## src/rtl/msbd_pkg.sv

```systemverilog
package msbd_pkg;
    parameter int ACC_W   = 40;
    parameter int GUARD_W = 8;
    parameter int LOWZ_W  = 16;

    localparam int WORD_W  = ACC_W - GUARD_W;
    localparam int FIELD_W = ACC_W - LOWZ_W;
    localparam int CNT_W   = $clog2(ACC_W) + 1;

    typedef logic [ACC_W-1:0]        acc_t;
    typedef logic signed [CNT_W-1:0] cnt_t;

    typedef enum logic [2:0] {
        DC_CARRY = 3'b000,
        DC_NEG   = 3'b001,
        DC_ZERO  = 3'b010,
        DC_OVF   = 3'b011,
        DC_GT    = 3'b100,
        DC_GE    = 3'b101,
        DC_RSV6  = 3'b110,
        DC_RSV7  = 3'b111
    } dc_mode_e;

    typedef struct packed {
        logic dc;
        logic n;
        logic z;
        logic v;
        logic gt;
    } flags_t;

    // Place a signed count in the upper field, sign-filled, low part zero.
    function automatic acc_t format_result(cnt_t c);
        return {{(FIELD_W - CNT_W){c[CNT_W-1]}}, c, {LOWZ_W{1'b0}}};
    endfunction

    function automatic logic dc_select(dc_mode_e m, logic n, logic z, logic gt);
        case (m)
            DC_NEG:  return n;
            DC_ZERO: return z;
            DC_GT:   return gt;
            DC_GE:   return ~n;
            default: return 1'b0;
        endcase
    endfunction
endpackage

```

## src/rtl/msbd_opsel.sv

```systemverilog
module msbd_opsel
    import msbd_pkg::*;
#(
    parameter int NSRC = 2,
    localparam int SEL_W = (NSRC > 1) ? $clog2(NSRC) : 1
) (
    input  logic [SEL_W-1:0]      sel,
    input  logic [NSRC-1:0][ACC_W-1:0] srcs,
    output acc_t                  y
);
    always_comb begin
        y = srcs[0];
        for (int i = 1; i < NSRC; i++) begin
            if (sel == SEL_W'(i)) y = srcs[i];
        end
    end
endmodule

```

## src/rtl/msbd_prienc.sv

```systemverilog
module msbd_prienc
    import msbd_pkg::*;
#(
    parameter int W     = ACC_W,
    parameter int SHIFT = GUARD_W
) (
    input  logic [W-1:0] val,
    output cnt_t         norm
);
    localparam int SCAN = W - 1;

    logic [SCAN-1:0] diff;
    logic [SCAN-1:0] above;
    logic [CNT_W-1:0] rsb;

    // Mark bits that differ from the sign, and whether any such bit is higher.
    genvar g;
    generate
        for (g = 0; g < SCAN; g++) begin : g_scan
            assign diff[g] = val[g] ^ val[W-1];
            if (g == SCAN - 1) begin : g_top
                assign above[g] = 1'b0;
            end else begin : g_rest
                assign above[g] = above[g+1] | diff[g+1];
            end
        end
    endgenerate

    always_comb begin
        rsb = CNT_W'(SCAN);
        for (int i = 0; i < SCAN; i++) begin
            if (diff[i] && !above[i]) rsb = CNT_W'(SCAN - 1 - i);
        end
    end

    assign norm = cnt_t'(rsb) - cnt_t'(SHIFT);
endmodule

```

## src/rtl/msbd_flags.sv

```systemverilog
module msbd_flags
    import msbd_pkg::*;
(
    input  acc_t     res,
    input  dc_mode_e mode,
    output flags_t   f
);
    logic n, z, gt;

    always_comb begin
        n    = res[ACC_W-1];
        z    = (res == '0);
        gt   = ~n & ~z;
        f.n  = n;
        f.z  = z;
        f.v  = 1'b0;
        f.gt = gt;
        f.dc = dc_select(mode, n, z, gt);
    end
endmodule

```

## src/rtl/msbd_unit.sv

```systemverilog
module msbd_unit
    import msbd_pkg::*;
(
    input  logic              clk,
    input  logic              rst,
    input  logic              op_valid,
    input  logic              op_cond,
    input  logic              src_sel,
    input  logic [2:0]        cs_mode,
    input  logic [ACC_W-1:0]  src_a,
    input  logic [ACC_W-1:0]  src_b,
    output logic [ACC_W-1:0]  dest,
    output logic              dest_vld,
    output logic              flag_dc,
    output logic              flag_n,
    output logic              flag_z,
    output logic              flag_v,
    output logic              flag_gt
);
    acc_t   operand;
    cnt_t   norm;
    acc_t   result;
    flags_t next_f;
    flags_t flags_q;
    acc_t   dest_q;
    logic   vld_q;

    msbd_opsel #(.NSRC(2)) i_opsel (
        .sel  (src_sel),
        .srcs ({src_b, src_a}),
        .y    (operand)
    );

    msbd_prienc #(.W(ACC_W), .SHIFT(GUARD_W)) i_enc (
        .val  (operand),
        .norm (norm)
    );

    assign result = format_result(norm);

    msbd_flags i_flags (
        .res  (result),
        .mode (dc_mode_e'(cs_mode)),
        .f    (next_f)
    );

    always_ff @(posedge clk) begin
        if (rst) begin
            dest_q  <= '0;
            vld_q   <= 1'b0;
            flags_q <= '0;
        end else begin
            vld_q <= op_valid;
            if (op_valid) begin
                dest_q <= result;
                if (!op_cond) flags_q <= next_f;
            end
        end
    end

    assign dest     = dest_q;
    assign dest_vld = vld_q;
    assign flag_dc  = flags_q.dc;
    assign flag_n   = flags_q.n;
    assign flag_z   = flags_q.z;
    assign flag_v   = flags_q.v;
    assign flag_gt  = flags_q.gt;
endmodule

```

## config.mk

```make
export PLATFORM = sky130hd
export DESIGN_NAME = msbd_unit
export DESIGN_NICKNAME = d
export VERILOG_FILES = /design/src/rtl/msbd_pkg.sv /design/src/rtl/msbd_opsel.sv /design/src/rtl/msbd_prienc.sv /design/src/rtl/msbd_flags.sv /design/src/rtl/msbd_unit.sv
export SDC_FILE = /design/constraint.sdc
export NUM_CORES = 1
export LEC_CHECK = 0
export BUFFER_PORTS_ARGS = -buffer_cell sky130_fd_sc_hd__buf_2
export CAP_MARGIN = 20
export CORE_ASPECT_RATIO = 0.9
export CORE_MARGIN = 3
export CORE_UTILIZATION = 52
export CTS_BUF_LIST = sky130_fd_sc_hd__clkbuf_16
export CTS_CLUSTER_DIAMETER = 100
export DETAILED_ROUTE_END_ITERATION = 12
export PLACE_DENSITY = 0.88
export SLEW_MARGIN = 20
export SYNTH_ARGS = -nofsm -noshare
export SYNTH_HDL_FRONTEND = slang
export SYNTH_SLANG_ARGS = --single-unit
```

## constraint.sdc

```tcl
create_clock -name clk -period 4.55 [get_ports clk]
set_input_delay 0.2275 -clock clk [delete_from_list [all_inputs] [get_ports clk]]
set_output_delay 0.2275 -clock clk [all_outputs]
set_load 0.02 [all_outputs]
```

# After elaboration in Yosys (flattened, before gate mapping)
# Index checks and enable logic that the tools add are counted.
# op_classes
reduce_logical	78
muxes	41
n_addsub	1
eq_ne	4
bitwise	80
# ops
op	count
$mux W7	38
$logic_not A40 Y1	1
$mux W40	1
$xor A1 B1 Y1	39
$logic_and A1 B1 Y1	38
$logic_not A1 Y1	38
$or A1 B1 Y1	37
$sub A7 B5 Y7 const B	1
$eq A3 B3 Y1 const B	2
$pmux W1 S4	1
$eq A3 B1 Y1 const B	1
$eq A3 B2 Y1 const B	1
$not A1 Y1	3
$reduce_and A2 Y1	1
$and A1 B1 Y1	1
$mux W1	1
# word_totals
wordCells	210
out_inout_bits	46
input_bits	88
regBits	12

# Longest topological paths before layout
# logic_depth
ltp_word	85
mapped_depth	17
depth_no_buf	12

# By module
# Synthesis repeated with hierarchy kept, for this count alone.
# unflattened
hier_cells	323
hier_area_um2	2421.1
# by_module_without_submodules
mod	area_each_um2	seq_area_each_um2	n_inst	cells_each
msbd_prienc	980.9	0.0	1	170
msbd_unit	774.5	260.2	1	80
msbd_opsel	495.5	0.0	1	44
msbd_flags	170.2	0.0	1	29

# Least setup slack after synthesis
# OpenSTA, ideal clock, no wires.
# synth_timing
path_kind	in2reg
from	input port src_sel
to	register flags_q (netlist bit flag_gt)
cell_stages	12
path_slack_ns	1.473
arrival_time_ns	2.961
required_time_ns	4.435
path_cell_list	buf_6 -> buf_12 -> buf_2 -> buf_2 -> mux2_2 -> or2_2 -> o41ai_1 -> ha_1 -> nor2b_1 -> a2111oi_4 -> a21boi_0 -> o21ba_2
# synth_between
elab_chain_len	84
# synth_lines
element	line_no	rtl
start, declared	msbd_unit.sv:8	input logic src_sel,
$mux W40 *	msbd_opsel.sv:14	if (sel == SEL_W'(i)) y = srcs[i];
$xor A1 B1 Y1	msbd_prienc.sv:20	assign diff[g] = val[g] ^ val[W-1];
$or A1 B1 Y1 (37 in a row)	msbd_prienc.sv:24	assign above[g] = above[g+1] | diff[g+1];
$logic_not A1 Y1	msbd_prienc.sv:32	if (diff[i] && !above[i]) rsb = CNT_W'(SCAN - 1 - i);
$logic_and A1 B1 Y1	msbd_prienc.sv:32	
$mux W1	msbd_prienc.sv:32	
$mux W7 (37 in a row)	msbd_prienc.sv:32	
$mux W7 *	msbd_prienc.sv:32	
$sub A7 B5 Y7 *	msbd_prienc.sv:36	assign norm = cnt_t'(rsb) - cnt_t'(SHIFT);
$logic_not A40 Y1	msbd_flags.sv:12	z = (res == '0);
$not A1 Y1	msbd_flags.sv:13	gt = ~n & ~z;
$and A1 B1 Y1 *	msbd_flags.sv:13	
end signal, assigned	msbd_unit.sv:56	if (!op_cond) flags_q <= next_f;
end, declared	msbd_unit.sv:24	flags_t flags_q;
# Mark *: on every way between the ends. The rest lies on a longest branch, timed or not.
# A chain may end at the register's enable or synchronous reset.

# Worst setup path in the final report
# layout_timing
from	input port src_a[39]
to	register flags_q (netlist bit flag_gt)
# layout_between
elab_chain_len	84
# layout_lines
element	line_no	rtl
start, declared	msbd_unit.sv:10	input logic [ACC_W-1:0] src_a,
$mux W40 *	msbd_opsel.sv:14	
$xor A1 B1 Y1	msbd_prienc.sv:20	
$or A1 B1 Y1 (37 in a row)	msbd_prienc.sv:24	
$logic_not A1 Y1	msbd_prienc.sv:32	
$logic_and A1 B1 Y1	msbd_prienc.sv:32	
$mux W1	msbd_prienc.sv:32	
$mux W7 (37 in a row)	msbd_prienc.sv:32	
$mux W7 *	msbd_prienc.sv:32	
$sub A7 B5 Y7 *	msbd_prienc.sv:36	
$logic_not A40 Y1	msbd_flags.sv:12	
$not A1 Y1	msbd_flags.sv:13	
$and A1 B1 Y1 *	msbd_flags.sv:13	
# Marks and branches as above.

==> out/summary.md <==
The H-tree depth is 1, and the number of failing hold endpoints at the final stage is 0. The met3 routed wirelength came out at 515 µm. The final critical-path required period was 3.52 ns; the share of the cycle needed by the critical path after routing was 77.4%.

In this run the power spent charging and discharging nets is 233 µW. The highest ir drop seen on vdd was 0.203 mV; the number of distinct library cells after synthesis was 73. Traced cell by cell, the critical path runs through buf_2 -> mux2i_4 -> nor4_1 -> o21ai_1 -> nor4_4 -> o41ai_1 -> ha_1 -> nand4b_1 -> nand2_1 -> a2111oi_4 -> a21boi_0 -> o21ba_2.

Input and output buffers added on the ports amount to 116. For this run, the slowest stage of the critical path takes 0.64 ns. The arrival time of the worst setup path is 3.65 ns. The initial antenna violation count was 0; the total of warnings raised by yosys was 0.

Counting flops with an async set or reset pin after synthesis yields a share of 0%. Setup repair after global routing left no endpoint under its margin. CTS placed an instance of sky130_fd_sc_hd__clkbuf_16 at the clock tree root. By area the synthesized netlist is led by sky130_fd_sc_hd__buf_4 (9.1%), sky130_fd_sc_hd__dfxtp_1 (8.3%), sky130_fd_sc_hd__mux2i_1 (6.2%), sky130_fd_sc_hd__xnor2_1 (4.8%), sky130_fd_sc_hd__nor3_1 (4.7%).

The first global-routing pass estimated 12.5 mm of wire. The commonest cells after synthesis are sky130_fd_sc_hd__buf_4 (35), sky130_fd_sc_hd__nor2_1 (33), sky130_fd_sc_hd__nor3_1 (27), sky130_fd_sc_hd__mux2i_1 (18), sky130_fd_sc_hd__nand3_1 (17). The slowest cell on the critical path was sky130_fd_sc_hd__buf_2. The run gives 0.830 ns as the pre-CTS setup slack. The run gives 53.1% as the combinational group share of total power.

For this design, the CTS-stage hold fixing added 0 buffers. TritonCTS built the clock tree. The clock insertion delay at the later pin of the skew report was 0.23 ns. Kind of start point of the critical path: an input pin. Clock tree synthesis found a total of 12 sinks.

For the worst-case clock skew, the log shows 0 ns. The logs give 396 for the number of standard cells after synthesis and 0.00532 mm² for the placeable core area. The run gives 586 µW as the overall power of the completed layout.

The final-layout setup total negative slack was 0 ns; the worst path required time was 4.68 ns. In this run, CTS created clock tree buffers numbering 3. The count of vias placed by the detailed router came out at 3130. Detailed routing placed a total of 3.68 mm of wire on met2. Worst setup path category: input pin to flip-flop.

Entering global routing, the biggest net connects 47 pins. The run gives 1.44 nW as the leakage power figure. The flow ran to the end, and the final reports show no timing, DRC or antenna violations. Routability-driven placement finished with a final weighted congestion of 0.882. Routed signal wires occupy layers up through met4. The logs give 1.03 ns for the final critical-path setup slack and 0 for the setup violation total in the final timing report. The die covers 0.00650 mm². The run gives 0 as the total inserted antenna cells. The wire length the detailed router placed on met1 was 3.17 mm. The area added between synthesis and finish works out to 13.2%. The share of total power dissipated in the clock network is 27.0%.

In this run the cell area of the synthesized design comes to 0.00290 mm². At the pin with the least slew margin, the transition time is 0.845 ns. The initial utilization of the core area, before any placement, comes to 54.5%. The number of standard-cell rows in the floorplan came out at 25. The run gives 0 as the post-CTS setup repair buffer count. The kind of cell with the highest combined delay along the critical path is compound AO/OA/AOI/OAI gates.

The proportion of layout cells with a drive suffix above 1 works out to 29.9%. After clock tree synthesis, the clock-pin slew on the worst setup and hold paths is 0.04 ns. Across every metal layer, demand over resource in global routing totals 21.7%.

Once detail routing completed, the nets flagged for antenna violations numbered 0. In the synthesized netlist the dominant register cell turns out to be sky130_fd_sc_hd__dfxtp_1. The top-level I/O count is 134. The clock passes through at most 2 buffers.

For the via count of the first global-routing pass, the log shows 2862. The maximum clock frequency was 284 MHz; the number of nets in the finished design was 565. Of the total power, the share spent switching nets is 39.7%.

The post-synthesis register bit count works out to 12. Most instantiated library cell after synthesis: sky130_fd_sc_hd__buf_4. Max-cap violations in this run came to 0. The run gives 7.42 mm as the final routed wirelength across all metal layers.

The final-layout fill cell count was 516; the global-route congestion overflow total was 0. For this run, design rule violations remaining after detail routing come to 0. The die is 76.8 µm tall. The power share of the sequential group was 19.9%; the estimated wirelength of the detail-placed design was 6.12 mm. Sequential cells were found to cover 8.29% of the synthesized design area.

The count of buffering cells on the critical path with inverters included is 1. The routed via count divided by cell count was 5.77. sky130_fd_sc_hd__buf_4 takes more of the synthesized area than any other cell. Cell internal power was estimated by the tool at 353 µW. Measured against its own limit, the worst slew margin works out to 43.7%. The die is 84.7 µm wide.

The number of flops mapped to enable cells by yosys came out at 0. In this run the worst hold path is classified as input pin to flip-flop. Before antenna repair, the detailed router went through 4 iterations. Per-instance average area after synthesis: 7.31 µm². The total count of max-transition violations in the final report is 0, and the count of cells resized by post-cts repair is 0. The total power divided by cell area is 179 mW/mm², and the number of violations reported at the end of detailed-routing iteration 0 is 188. The maximum fanout count along the critical path is 46, and the routed length per placed instance is 13.7 µm. The top cell type by area accounts for 9.07% of the synthesized area. The worst setup path is captured at a flip-flop.
-- sequential cells by signal (all words and copies together) (netlist names) --
| name | flops |
|---|---|
| flag_gt | 1 |
| flag_n | 1 |
| dest_vld | 1 |
| flag_dc | 1 |
| flag_z | 1 |
| dest | 7 |
-- through the flow --
step | cells | hold WS [ns] | area, µm² | utilization, %
2_1_floorplan | 412 | 0.299 | 2960 | -
3_3_place_gp | 538 | 0.442 | 3200 | 60.2
3_5_place_dp | 538 | 0.457 | 3200 | 60.2
4_1_cts | 542 | 0.307 | 3280 | 61.6
5_1_grt | 542 | 0.327 | 3280 | 61.6
6_report | 542 | 0.304 | 3280 | 61.6
-- cell families after synthesis --
| kind of cell | after synthesis | synth area share [%] |
|---|---|---|
| flip-flops | 12 | 8.29 |
| other | 1 | 0.129 |
| buffers and inverters | 62 | 15.6 |
| AND/OR/NAND/NOR | 177 | 35.0 |
| XOR/XNOR | 27 | 8.16 |
| adder cells (fa/ha/maj) | 1 | 0.432 |
| multiplexers | 24 | 8.94 |
| AO/OA/AOI/OAI | 92 | 23.5 |
-- layout make-up --
class / count / area (µm²) / share of cell area (%)
Clock inverter: 1 / 3.75 / 0.115
Tap cell: 67 / 83.8 / 2.56
Inverter: 2 / 7.51 / 0.229
Sequential cell: 12 / 240 / 7.33
Multi-Input combinational cell: 338 / 2260 / 69.1
Clock buffer: 3 / 75.1 / 2.29
Timing Repair Buffer: 119 / 603 / 18.4
-- path summary, 6_finish.rpt --
path	from	to	slack, ns	cells past startpoint
max	src_a[39]	flag_gt$_SDFFE_PP0P_	1.03	12
min	rst	flag_dc$_SDFFE_PP0P_	0.30	2
max reg2reg	dest[22]$_SDFFE_PP0P_	dest[22]$_SDFFE_PP0P_	3.55	2
min reg2reg	flag_z$_SDFFE_PP0P_	flag_z$_SDFFE_PP0P_	0.46	2
-- power groups by stage --
stage / Sequential (mW) / Clock [mW] / Combinational, mW
2_1_floorplan: 0.126 / 0 / 0.240
6_report: 0.116 / 0.158 / 0.311
5_1_grt: 0.118 / 0.168 / 0.344
3_3_place_gp: 0.118 / 0 / 0.301
4_1_cts: 0.117 / 0.161 / 0.309
3_5_place_dp: 0.118 / 0 / 0.308
-- routing by layer --
metal  track usage [%]  up-vias
li1                  -     1604
met1              28.4     1400
met2              38.3      118
met3              2.47        8
met4              4.43        0
met5                 0        -
-- worst register-to-register path, delay by kind of cell (launching register included) --
family	cells	cell delay, ns
flops	1	0.56
compound gates	1	0.25
simple gates	1	0.10
-- placed cells by master, fill, tap and decap left out, drive strengths merged, types with 11 or more instances in the layout --
cell type | netlist | final
dfxtp | 12 | 12
mux2i | 19 | 19
nor3 | 27 | 27
a21oi | 16 | 16
xor2 | 11 | 11
nand3 | 17 | 17
buf | 52 | 119
nand2b | 11 | 11
xnor2 | 16 | 16
and3 | 14 | 14
nor2 | 33 | 33
nand2 | 14 | 14
conb | 1 | 17
Note: power is estimated with default switching activity, not from simulation.
